<file path="src/rtl/pwm_pol_pkg.sv">
package pwm_pol_pkg;
  parameter int ACT_W = 2;

  typedef enum logic [ACT_W-1:0] {
    ACT_LOW  = 2'd0,
    ACT_HIGH = 2'd1,
    ACT_KEEP = 2'd2,
    ACT_FLIP = 2'd3
  } act_e;

  // Start/stop have no invert action: the spare code degrades to keep.
  function automatic act_e edge_code(input logic [ACT_W-1:0] code);
    act_e r;
    r = act_e'(code);
    if (r == ACT_FLIP) r = ACT_KEEP;
    return r;
  endfunction
endpackage

</file>
<file path="src/rtl/pwm_evt_arb.sv">
module pwm_evt_arb
  import pwm_pol_pkg::*;
(
  input  logic             evt_start,
  input  logic             evt_stop,
  input  logic             evt_match,
  input  logic [ACT_W-1:0] start_act,
  input  logic [ACT_W-1:0] stop_act,
  input  logic [ACT_W-1:0] match_act,
  output logic             sel_vld,
  output act_e             sel_act
);
  // Fixed priority: stop, then match, then start.
  always_comb begin
    sel_vld = 1'b1;
    sel_act = ACT_KEEP;
    if (evt_stop)       sel_act = edge_code(stop_act);
    else if (evt_match) sel_act = act_e'(match_act);
    else if (evt_start) sel_act = edge_code(start_act);
    else                sel_vld = 1'b0;
  end

  always_comb begin
    if (evt_stop) assert (sel_act != ACT_FLIP);
  end
endmodule

</file>
<file path="src/rtl/pwm_level_reg.sv">
module pwm_level_reg
  import pwm_pol_pkg::*;
(
  input  logic             clk,
  input  logic             rst_n,
  input  logic             sel_vld,
  input  act_e             sel_act,
  input  logic             evt_start,
  input  logic             evt_stop,
  input  logic             evt_match,
  input  logic [ACT_W-1:0] start_act,
  input  logic [ACT_W-1:0] stop_act,
  input  logic [ACT_W-1:0] match_act,
  output logic             lvl_d,
  output logic             lvl_q
);
  logic lvl_ce;

  assign lvl_ce = sel_vld;

  always_comb begin
    lvl_d = lvl_q;
    if (lvl_ce) begin
      unique case (sel_act)
        ACT_LOW:  lvl_d = 1'b0;
        ACT_HIGH: lvl_d = 1'b1;
        ACT_KEEP: lvl_d = lvl_q;
        ACT_FLIP: lvl_d = ~lvl_q;
        default:  lvl_d = lvl_q;
      endcase
    end
  end

  always_ff @(posedge clk or negedge rst_n) begin
    if (!rst_n)      lvl_q <= 1'b0;
    else if (lvl_ce) lvl_q <= lvl_d;
  end

  AST_IDLE_HOLD: assert property (@(posedge clk) disable iff (!rst_n)
    (!evt_start && !evt_stop && !evt_match) |=> $stable(lvl_q));
  AST_STOP_LOW: assert property (@(posedge clk) disable iff (!rst_n)
    (evt_stop && stop_act == 2'd0) |=> !lvl_q);
  AST_STOP_WINS: assert property (@(posedge clk) disable iff (!rst_n)
    (evt_stop && evt_match && stop_act == 2'd1) |=> lvl_q);
  AST_MATCH_FLIP: assert property (@(posedge clk) disable iff (!rst_n)
    (evt_match && !evt_stop && match_act == 2'd3) |=> (lvl_q != $past(lvl_q)));
  AST_START_HIGH: assert property (@(posedge clk) disable iff (!rst_n)
    (evt_start && !evt_stop && !evt_match && start_act == 2'd1) |=> lvl_q);
endmodule

</file>
<file path="src/rtl/pwm_pin_stage.sv">
module pwm_pin_stage (
  input  logic clk,
  input  logic rst_n,
  input  logic out_en,
  input  logic lvl_d,
  output logic pin_q
);
  logic pin_d;

  assign pin_d = out_en & lvl_d;

  always_ff @(posedge clk or negedge rst_n) begin
    if (!rst_n) pin_q <= 1'b0;
    else        pin_q <= pin_d;
  end

  AST_EN_LOW_PIN_ZERO: assert property (@(posedge clk) disable iff (!rst_n)
    !out_en |=> !pin_q);
endmodule

</file>
<file path="src/rtl/pwm_pol_ctrl.sv">
module pwm_pol_ctrl
  import pwm_pol_pkg::*;
(
  input  logic             clk,
  input  logic             rst_n,
  input  logic             out_en,
  input  logic [ACT_W-1:0] start_act,
  input  logic [ACT_W-1:0] stop_act,
  input  logic [ACT_W-1:0] match_act,
  input  logic             evt_start,
  input  logic             evt_stop,
  input  logic             evt_match,
  output logic             pwm_pin
);
  logic sel_vld;
  act_e sel_act;
  logic lvl_d;
  logic lvl_q;

  pwm_evt_arb u_arb (
    .evt_start (evt_start),
    .evt_stop  (evt_stop),
    .evt_match (evt_match),
    .start_act (start_act),
    .stop_act  (stop_act),
    .match_act (match_act),
    .sel_vld   (sel_vld),
    .sel_act   (sel_act)
  );

  pwm_level_reg u_lvl (
    .clk       (clk),
    .rst_n     (rst_n),
    .sel_vld   (sel_vld),
    .sel_act   (sel_act),
    .evt_start (evt_start),
    .evt_stop  (evt_stop),
    .evt_match (evt_match),
    .start_act (start_act),
    .stop_act  (stop_act),
    .match_act (match_act),
    .lvl_d     (lvl_d),
    .lvl_q     (lvl_q)
  );

  pwm_pin_stage u_pin (
    .clk   (clk),
    .rst_n (rst_n),
    .out_en(out_en),
    .lvl_d (lvl_d),
    .pin_q (pwm_pin)
  );

  AST_PIN_TRACKS_LVL: assert property (@(posedge clk) disable iff (!rst_n)
    out_en |=> (pwm_pin == lvl_q));
  always_comb begin
    if (!rst_n) assert (!pwm_pin && !lvl_q);
  end
endmodule

</file>
<file path="config.mk">
export PLATFORM = sky130hd
export DESIGN_NAME = pwm_pol_ctrl
export DESIGN_NICKNAME = d
export VERILOG_FILES = /design/src/rtl/pwm_pol_pkg.sv /design/src/rtl/pwm_evt_arb.sv /design/src/rtl/pwm_level_reg.sv /design/src/rtl/pwm_pin_stage.sv /design/src/rtl/pwm_pol_ctrl.sv
export SDC_FILE = /design/constraint.sdc
export NUM_CORES = 1
export LEC_CHECK = 0
export BUFFER_PORTS_ARGS = -buffer_cell sky130_fd_sc_hd__buf_2
export CAP_MARGIN = 0
export CORE_AREA = 2 2 39 41
export DETAILED_ROUTE_END_ITERATION = 8
export DIE_AREA = 0 0 41 43
export SYNTH_ARGS = -nofsm -noshare
export SYNTH_HDL_FRONTEND = slang
export SYNTH_SLANG_ARGS = --single-unit
</file>
<file path="constraint.sdc">
create_clock -name clk -period 1 [get_ports clk]
set_input_delay 0.1 -clock clk [delete_from_list [all_inputs] [get_ports clk]]
set_output_delay 0.1 -clock clk [all_outputs]
set_load 0.01 [all_outputs]
</file>
==> impl_metrics.json, run 1 <==
{
  "outcome": "finished, violations left",
  "ant_nets": 0,
  "final_common_cell": "buf_2",
  "hold_violations": 0,
  "rr_worst_depth": 3,
  "core_area_um2": 1380,
  "die_w_um": 41,
  "hold_ws_ns": 0.127,
  "hold_class": "input port to flop",
  "fin_crit_sh_pct": 113,
  "routedWlPerCell_um": 10.2,
  "rows": 14,
  "firstDrtPassIters": 2,
  "ff2ff_setup_slack_ns": -0.13,
  "die_h_um": 43,
  "slew_headroom_pct": 73.9,
  "initial_core_util_pct": 10.7,
  "clk_path_buf_depth": 2,
  "ys_ff_latch": 2,
  "yosysWarnings": 0,
  "fill_cells": 155,
  "clock.fmax_mhz": 889,
  "finalCriticalPeriod_ns": 1.13,
  "min_to": "u_pin.pin_q",
  "vias_per_cell": 3.75,
  "worstHoldStart": "out_en",
  "rsz0062_at_grt": "yes",
  "register_area_um2": 51.3,
  "dr.first_iter.drc_count": 2,
  "vias": 165,
  "power_uw": 359,
  "path_max_fanout": 4,
  "antenna_found_initial": 0,
  "violations": "negative setup slack",
  "critPathRequiredTime_ns": 1.08,
  "layout_common_cells": "buf_2 (12), clkbuf_4 (3), a2111oi_2 (2)",
  "cts.htree.levels": 1,
  "maxCapViolCount": 0,
  "critPathBufInv": 0,
  "final_max_slew_viol_count": 0,
  "nets": 42,
  "synth_nets": 24,
  "seq_area_frac_synth_pct": 33.9,
  "path_clk_slew_ns": 0.03,
  "power.density_nw_per_um2": 1300,
  "design_area_um2": 275,
  "root_buffer": "clkbuf_4",
  "io_buffers": 12,
  "area_growth_pct": 86.4,
  "crit_slowest_cell": "dfrtp_2",
  "gp_congestion": 0.672,
  "syn-mean-instance-area_um2": 12.3,
  "skew_ns": 0.000227,
  "placed_area_um2": 228,
  "pin_count": 13,
  "yosys.cell_types.count": 9,
  "crit_arrival_ns": 1.21,
  "tightest_slew_ns": 0.391,
  "antenna_cells": 0,
  "critPathLaunchType": "flop",
  "r2r-start": "u_lvl.lvl_q",
  "endpoint_kind": "flop",
  "cpPeakStageDelay_ns": 0.42,
  "min_path_cells": 3,
  "insertion_delay_ns": 0.22,
  "layout-drive-gt1-share_pct": 75.0,
  "grt_usage_pct": 6.92,
  "multi_input_area_um2": 108,
  "die_area_um2": 1760,
  "gr-total-overflow": 0,
  "p_leak_uw": 0.000132,
  "crit_chain": "and3b_2 -> nor4b_4 -> a211oi_1",
  "cts_buffers": 3,
  "crit_family": "simple AND/OR/NAND/NOR gates",
  "ir_worst_vdd_uv": 251,
  "syn_area_um2": 148,
  "reg2reg_to": "u_lvl.lvl_q",
  "grt_pass1_wl_um": 717,
  "routed_wl_um": 450,
  "postCtsSetupBuffers": 0,
  "critical_path_class": "flop to flop",
  "timing.final.ws_setup_ns": -0.125,
  "grt_max_degree": 5,
  "finalSetupViolCount": 2,
  "preCtsSetupSlack_ns": -0.149,
  "tritoncts": "done",
  "cts.sinks": 2,
  "grt_pass1_vias": 171,
  "synth_cells": 12,
  "drc_errors": 0
}
==> how the worst max path moves through the flow <==
stage | cells past startpoint | end | slack, ns | from
after detailed placement | 3 | u_pin.pin_q | -0.15 | u_lvl.lvl_q
after floorplan | 3 | u_pin.pin_q | -0.07 | u_lvl.lvl_q
final | 3 | u_lvl.lvl_q | -0.13 | u_lvl.lvl_q
after global placement | 3 | u_pin.pin_q | -0.12 | u_lvl.lvl_q
after CTS | 3 | u_lvl.lvl_q | -0.12 | u_lvl.lvl_q
after global routing | 3 | u_lvl.lvl_q | -0.20 | u_lvl.lvl_q
==> synthesized netlist by cell type (all sizes together) <==
cell | number | share of area, %
and3b | 2 | 12
inv | 1 | 2.5
mux2i | 1 | 6.8
nand2b | 1 | 4.2
a21boi | 1 | 5.1
a211oi | 1 | 5.1
a2111oi | 2 | 20
nor4b | 1 | 10
dfrtp | 2 | 34
==> kinds of logic (layout without fill, tap and decap cells) <==
logic type / after synthesis / count (layout) / synth area share (%)
AOI/OAI and AO/OA: 4 / 4 / 30.5
buffers and inverters: 1 / 17 / 2.54
DFF: 2 / 2 / 33.9
muxes: 1 / 1 / 6.78
and+or+nand+nor: 4 / 4 / 26.3
==> worst register-to-register path: stages (launching register included) <==
cell	delay (ns)
dfrtp_2	0.42
and3b_2	0.22
nor4b_4	0.26
a211oi_1	0.08
==> per-layer routing <==
| layer | global-route usage, % | share of wire (%) | vias up |
|---|---|---|---|
| met5 | 0 | 0 | - |
| met4 | 6.00 | 1.3 | 0 |
| met3 | 6.81 | 19 | 2 |
| met2 | 6.25 | 31 | 13 |
| met1 | 8.65 | 48 | 68 |
| li1 | - | - | 82 |
==> registers in the layout, summed over array words and instances, names as in the netlist <==
name and cells:
u_lvl.lvl_q 1, u_pin.pin_q 1
==> stage by stage <==
step | TNS [ns] | std cells | util, %
5_1_grt | -0.351 | 44 | 19.9
3_3_place_gp | -0.224 | 40 | 16.5
2_1_floorplan | -0.128 | 12 | -
6_report | -0.228 | 44 | 19.9
3_5_place_dp | -0.277 | 40 | 16.5
4_1_cts | -0.226 | 44 | 19.8
==> repair_timing <==
action / in CTS / in global routing
pin swaps: 3 / 0
resized for setup: 3 / 1
hold endpoints to repair: 2 / 0
hold buffers: 1 / 0
setup endpoints to repair: 2 / 2
==> layout make-up <==
class	instances	area share [%]
clock buffer	3	8.18
inverter	1	1.36
multi-input combinational	9	39.1
sequential	2	18.6
tap	16	7.27
timing repair buffer	13	25.5
==> report_power, final <==
part / switching (uW) / internal, uW / leakage (uW) / total, uW
Combinational: 35.1 / 45.1 / 0.0000952 / 80.2
Clock: 45.2 / 132 / 0.0000138 / 177
Sequential: 8.87 / 92.5 / 0.0000230 / 101
Total: 89.1 / 270 / 0.000132 / 359
(Power assumes the default switching activity.)
==> run 2: changes to the inputs <==
--- a/config.mk
+++ b/config.mk
@@ -7,9 +7,12 @@
 export LEC_CHECK = 0
 export BUFFER_PORTS_ARGS = -buffer_cell sky130_fd_sc_hd__buf_2
 export CAP_MARGIN = 0
+export CELL_PAD_IN_SITES_DETAIL_PLACEMENT = 1
+export CELL_PAD_IN_SITES_GLOBAL_PLACEMENT = 1
 export CORE_AREA = 2 2 39 41
 export DETAILED_ROUTE_END_ITERATION = 8
 export DIE_AREA = 0 0 41 43
+export PLACE_DENSITY_LB_ADDON = 0.1
 export SYNTH_ARGS = -nofsm -noshare
 export SYNTH_HDL_FRONTEND = slang
 export SYNTH_SLANG_ARGS = --single-unit
==> run 2 against run 1 <==
The flow still finishes with violations (negative setup slack). Count of clock-buffer cells in the layout stayed put. Sequential power hardly changed. Total power is 1.4% lower. Clock power hardly changed. Non-clock buffer count stayed put. Combinational power is 1% lower. Global-route usage is 0.60 points lower. Final area is 0.45% lower. Core utilization is 0.090 points lower. Final cell count stayed put. First-iteration DRC count grew to 3.0 times the previous value.
==> impl_metrics.json, run 2 (same netlist as run 1, synthesis figures left out) <==
{
  "area_growth_pct": 85.6,
  "final_common_cell": "buf_2",
  "firstDrtPassIters": 2,
  "gr-total-overflow": 0,
  "vias_per_cell": 3.68,
  "slew_headroom_pct": 71.7,
  "grt_max_degree": 5,
  "maxCapViolCount": 0,
  "min_path_cells": 3,
  "io_buffers": 12,
  "r2r-start": "u_lvl.lvl_q",
  "pin_count": 13,
  "reg2reg_to": "u_lvl.lvl_q",
  "die_area_um2": 1760,
  "rows": 14,
  "reg_top3": "u_lvl.lvl_q x1, u_pin.pin_q x1",
  "final_max_slew_viol_count": 0,
  "antenna_found_initial": 0,
  "antenna_cells": 0,
  "postCtsSetupBuffers": 0,
  "design_area_um2": 274,
  "ff2ff_setup_slack_ns": -0.12,
  "register_area_um2": 50.0,
  "p_leak_uw": 0.000133,
  "critical_path_class": "flop to flop",
  "crit_arrival_ns": 1.20,
  "power.density_nw_per_um2": 1290,
  "skew_ns": 0.00384,
  "grt_pass1_wl_um": 683,
  "violations": "negative setup slack",
  "initial_core_util_pct": 10.7,
  "multi_input_area_um2": 108,
  "worstHoldStart": "out_en",
  "power_uw": 354,
  "core_area_um2": 1380,
  "hold_class": "input port to flop",
  "fill_cells": 167,
  "routedWlPerCell_um": 9.93,
  "tightest_slew_ns": 0.423,
  "min_to": "u_pin.pin_q",
  "die_h_um": 43,
  "cts.sinks": 2,
  "path_clk_slew_ns": 0.03,
  "placed_area_um2": 228,
  "finalSetupViolCount": 2,
  "grt_usage_pct": 6.32,
  "timing.final.ws_setup_ns": -0.122,
  "rsz0062_at_grt": "yes",
  "insertion_delay_ns": 0.22,
  "endpoint_kind": "flop",
  "hold_ws_ns": 0.121,
  "layout_common_cells": "buf_2 (12), clkbuf_4 (3), a2111oi_2 (2), dfrtp_1 (2)",
  "ir_worst_vdd_uv": 478,
  "die_w_um": 41,
  "critPathRequiredTime_ns": 1.08,
  "clock.fmax_mhz": 892,
  "critPathLaunchType": "flop",
  "cts_buffers": 3,
  "gp_congestion": 0.565,
  "path_max_fanout": 4,
  "dr.first_iter.drc_count": 6,
  "vias": 162,
  "drc_errors": 0,
  "fin_crit_sh_pct": 112,
  "tritoncts": "done",
  "outcome": "finished, violations left",
  "nets": 42,
  "cts.htree.levels": 1,
  "rr_worst_depth": 3,
  "grt_pass1_vias": 197,
  "routed_wl_um": 437,
  "root_buffer": "clkbuf_4",
  "clk_path_buf_depth": 2,
  "hold_violations": 0,
  "finalCriticalPeriod_ns": 1.12,
  "ant_nets": 0,
  "layout-drive-gt1-share_pct": 71.4
}
[run 2: worst max-delay path by stage]
stage,slack [ns],depth (start not counted),start,to
after global placement,-0.15,3,u_lvl.lvl_q,u_pin.pin_q
final,-0.12,3,u_lvl.lvl_q,u_lvl.lvl_q
after global routing,-0.16,3,u_lvl.lvl_q,u_lvl.lvl_q
after detailed placement,-0.14,3,u_lvl.lvl_q,u_pin.pin_q
after floorplan,-0.07,3,u_lvl.lvl_q,u_pin.pin_q
after CTS,-0.13,3,u_lvl.lvl_q,u_lvl.lvl_q
[run 2: timing repair]
action	4_1_cts	5_1_grt
endpoints found under the hold margin	2	0
hold buffers	1	0
resized for setup	3	0
endpoints found under the setup margin	2	2
pin swaps	3	0
[run 2: area by class of cell]
| cell class | count | share of cell area, % |
|---|---|---|
| inverter | 1 | 1.37 |
| clock buffer | 3 | 8.22 |
| tap | 16 | 7.31 |
| timing repair buffer | 13 | 25.6 |
| multi-input combinational | 9 | 39.3 |
| sequential | 2 | 18.3 |
[run 2: where the power goes]
group / internal, uW / leakage (uW) / switching, uW
Sequential: 91.3 / 0.0000239 / 8.10
Clock: 132 / 0.0000138 / 43.3
Combinational: 45.0 / 0.0000952 / 34.0
[run 2: metal layers]
metal  wire, um  vias up  track usage [%]
li1           -       82                -
met1        161       73             5.45
met2        229        7             8.44
met3         46        0             3.66
met4          0        0             8.00
met5          0        -                0
[run 2: stage by stage]
| stage | worst slack (ns) | setup TNS [ns] | instances | utilization [%] |
|---|---|---|---|---|
| 2_1_floorplan | -0.0657 | -0.128 | 12 | - |
| 3_3_place_gp | -0.147 | -0.293 | 40 | 16.5 |
| 3_5_place_dp | -0.143 | -0.278 | 40 | 16.5 |
| 4_1_cts | -0.128 | -0.243 | 44 | 19.8 |
| 5_1_grt | -0.165 | -0.308 | 44 | 19.8 |
| 6_report | -0.122 | -0.222 | 44 | 19.8 |
[run 2: worst max-delay path, cell delays in order, from the launching register on]
cell and delay [ns]:
dfrtp_1 0.41, and3b_2 0.23, nor4b_4 0.25, a211oi_1 0.09
==> run 3: changes to the inputs <==
--- a/config.mk
+++ b/config.mk
@@ -5,8 +5,9 @@
 export SDC_FILE = /design/constraint.sdc
 export NUM_CORES = 1
 export LEC_CHECK = 0
+export ABC_AREA = 1
 export BUFFER_PORTS_ARGS = -buffer_cell sky130_fd_sc_hd__buf_2
-export CAP_MARGIN = 0
+export CAP_MARGIN = 30
 export CELL_PAD_IN_SITES_DETAIL_PLACEMENT = 1
 export CELL_PAD_IN_SITES_GLOBAL_PLACEMENT = 1
 export CORE_AREA = 2 2 39 41
==> run 3 against run 2 <==
The run now ends clean. Hold slack got worse by 0.028 ns. Global-route usage is 0.40 points lower. Wire length down 5.9%. Clock skew down 0.0017 ns. Combinational power down 3.0%. Total power fell by 1.3%. Final cell count grew 25%. Via count up 20%. Flip-flop and latch count unchanged. First-iteration DRC count fell by 100%. Register-to-register slack improved by 0.21 ns. Sequential share of layout area is 0.43 points higher. Highest routed layer unchanged.
==> impl_metrics.json, run 3 <==
{
  "outcome": "complete, no violations",
  "slew_headroom_pct": 90.6,
  "syn-mean-instance-area_um2": 6.31,
  "syn_area_um2": 145,
  "maxCapViolCount": 0,
  "power_uw": 349,
  "cts_buffers": 3,
  "p_comb_share_pct": 21.9,
  "synth.most_common_cell": "inv_1",
  "yosysWarnings": 0,
  "firstDrtPassIters": 1,
  "synth_nets": 35,
  "drc_errors": 0,
  "grt_pass1_wl_um": 669,
  "gp_congestion": 0.550,
  "tritoncts": "done",
  "synth_common_cells": "inv_1 (7), nand2_1 (6), nand3_1 (4), dfrtp_1 (2)",
  "initial_core_util_pct": 10.5,
  "vias": 195,
  "endpoint_kind": "flop",
  "fill_cells": 184,
  "ys_ff_latch": 2,
  "critPathLaunchType": "flop",
  "skew_ns": 0.00216,
  "hold_violations": 0,
  "rows": 14,
  "finalCriticalPeriod_ns": 0.912,
  "p_int_uw": 261,
  "met1Wirelength_um": 145,
  "synth_cells": 23,
  "area_growth_pct": 84.5,
  "final_max_slew_viol_count": 0,
  "postCtsSetupBuffers": 0,
  "dr_wl_met2_um": 207,
  "routedWlPerCell_um": 7.47,
  "yosys-top-cells-area": "dfrtp_1 (34%), inv_1 (18%), nand2_1 (16%)",
  "path_max_fanout": 4,
  "fin_crit_sh_pct": 91.2,
  "core_area_um2": 1380,
  "maxUsedRoutingLayer": "met3",
  "p_leak_uw": 0.000162,
  "critical_path_class": "flop to flop",
  "hold_class": "input port to flop",
  "insertion_delay_ns": 0.22,
  "crit_arrival_ns": 1.02,
  "power.density_nw_per_um2": 1300,
  "die_h_um": 43,
  "rsz0062_at_grt": "yes",
  "dp.cells": 51,
  "vias_per_cell": 3.55,
  "die_w_um": 41,
  "ant_nets": 0,
  "cts.htree.levels": 1,
  "routed_wl_um": 411,
  "reg_top3": "u_lvl.lvl_q x1, u_pin.pin_q x1",
  "p_sw_share_pct": 25.2,
  "nets": 53,
  "io_buffers": 12,
  "seq_area_frac_synth_pct": 34.5,
  "final_common_cell": "buf_2",
  "grt_pass1_vias": 214,
  "die_area_um2": 1760,
  "tightest_slew_ns": 0.140,
  "grt_usage_pct": 5.92,
  "ys_async_sr_fraction_pct": 100,
  "clock.fmax_mhz": 1100,
  "dr.first_iter.drc_count": 0,
  "yosys.cell_types.count": 8,
  "clkPwrFrac_pct": 50.3,
  "finalSetupViolCount": 0,
  "clk_path_buf_depth": 2,
  "layout_common_cells": "buf_2 (12), inv_1 (7), nand2_1 (4)",
  "wl_met3_um": 58,
  "fin_cells": 55,
  "yosysTopAreaCell": "dfrtp_1",
  "layout-drive-gt1-share_pct": 53.8,
  "root_buffer": "clkbuf_4",
  "cts.sinks": 2,
  "antenna_found_initial": 0,
  "pin_count": 13,
  "switchingPower_uw": 88.0,
  "critPathRequiredTime_ns": 1.11,
  "synth_edf_count": 0,
  "ir_worst_vdd_uv": 572,
  "synth_top_flop_cell": "dfrtp_1",
  "netlist.area_leader.share_pct": 34.5,
  "pwr-share-seq_pct": 27.7,
  "antenna_cells": 0,
  "path_clk_slew_ns": 0.03,
  "grt_max_degree": 5,
  "gr-total-overflow": 0
}
## run 3: changes by cell type in the layout (fill, tap and decap cells not counted), sizes merged, moves of 2 or more
cell / before / now
nand2: 0 / 7
inv: 1 / 7
and3b: 2 / 0
nand3: 0 / 4
a2111oi: 2 / 0
## run 3: layer usage
layer / GRT usage, % / vias up
met1: 5.13 / 85
li1: - / 101
met5: 0 / -
met3: 3.14 / 0
met4: 4.00 / 0
met2: 9.69 / 9
## run 3: layout make-up
class	instances	area, um^2	area share (%)
Timing Repair Buffer	13	70.1	26.2
Multi-Input combinational cell	14	78.8	29.4
Clock buffer	3	22.5	8.41
Inverter	7	26.3	9.81
Sequential cell	2	50.0	18.7
Tap cell	16	20.0	7.48
## run 3: per-stage QoR
stage / instance area [um^2] / setup TNS [ns] / hold slack [ns] / setup slack [ns] / util [%]
final: 268 / 0 / 0.0932 / 0.0881 / 19.3
after global routing: 268 / -0.102 / 0.106 / -0.0522 / 19.3
after CTS: 258 / 0 / 0.0954 / 0.0442 / 18.6
after detailed placement: 225 / 0 / -0.114 / 0.0485 / 16.3
after global placement: 225 / 0 / -0.115 / 0.0798 / 16.3
after floorplan: 145 / 0 / -0.196 / 0.166 / -
## run 3: cell families (layout without fill, tap and decap cells)
logic type             after synthesis  count (layout)  synth area share (%)
AND/OR/NAND/NOR                     12              12                  37.9
flip-flops                           2               2                  34.5
buffers and inverters                7              23                  18.1
AO/OA/AOI/OAI                        2               2                  9.48
## run 3: path summary, 6_finish.rpt
path	start	endpoint	slack [ns]	cells after the start
worst max register to register	u_lvl.lvl_q	u_lvl.lvl_q	0.09	7
worst max-delay path	u_lvl.lvl_q	u_lvl.lvl_q	0.09	7
worst min-delay path	out_en	u_pin.pin_q	0.09	3
worst min register to register	u_lvl.lvl_q	u_lvl.lvl_q	0.68	4
max in group asynchronous	rst_n	u_lvl.lvl_q	0.71	2
min in group asynchronous	rst_n	u_pin.pin_q	0.20	2
## run 3: power groups by stage
stage | Combinational, uW | Sequential (uW) | Clock, uW
final | 76.6 | 96.8 | 176
after global routing | 89.7 | 98.9 | 195
after CTS | 72.5 | 97.7 | 191
after detailed placement | 69.2 | 98.6 | 0
after global placement | 67.0 | 97.8 | 0
after floorplan | 33.8 | 98.0 | 0
## run 3: what timing repair did
action,CTS,global route
endpoints found under the setup margin,0,2
hold buffers,1,0
hold endpoints to repair,2,0
resized for setup,0,3
## run 3: critical path, cell delays in order, from the launching register on
cell,delay [ns]
dfrtp_1,0.39
nand2_1,0.07
nand2_1,0.08
nand3_2,0.06
nand2_2,0.06
nand2_2,0.05
nand2_2,0.06
inv_1,0.04
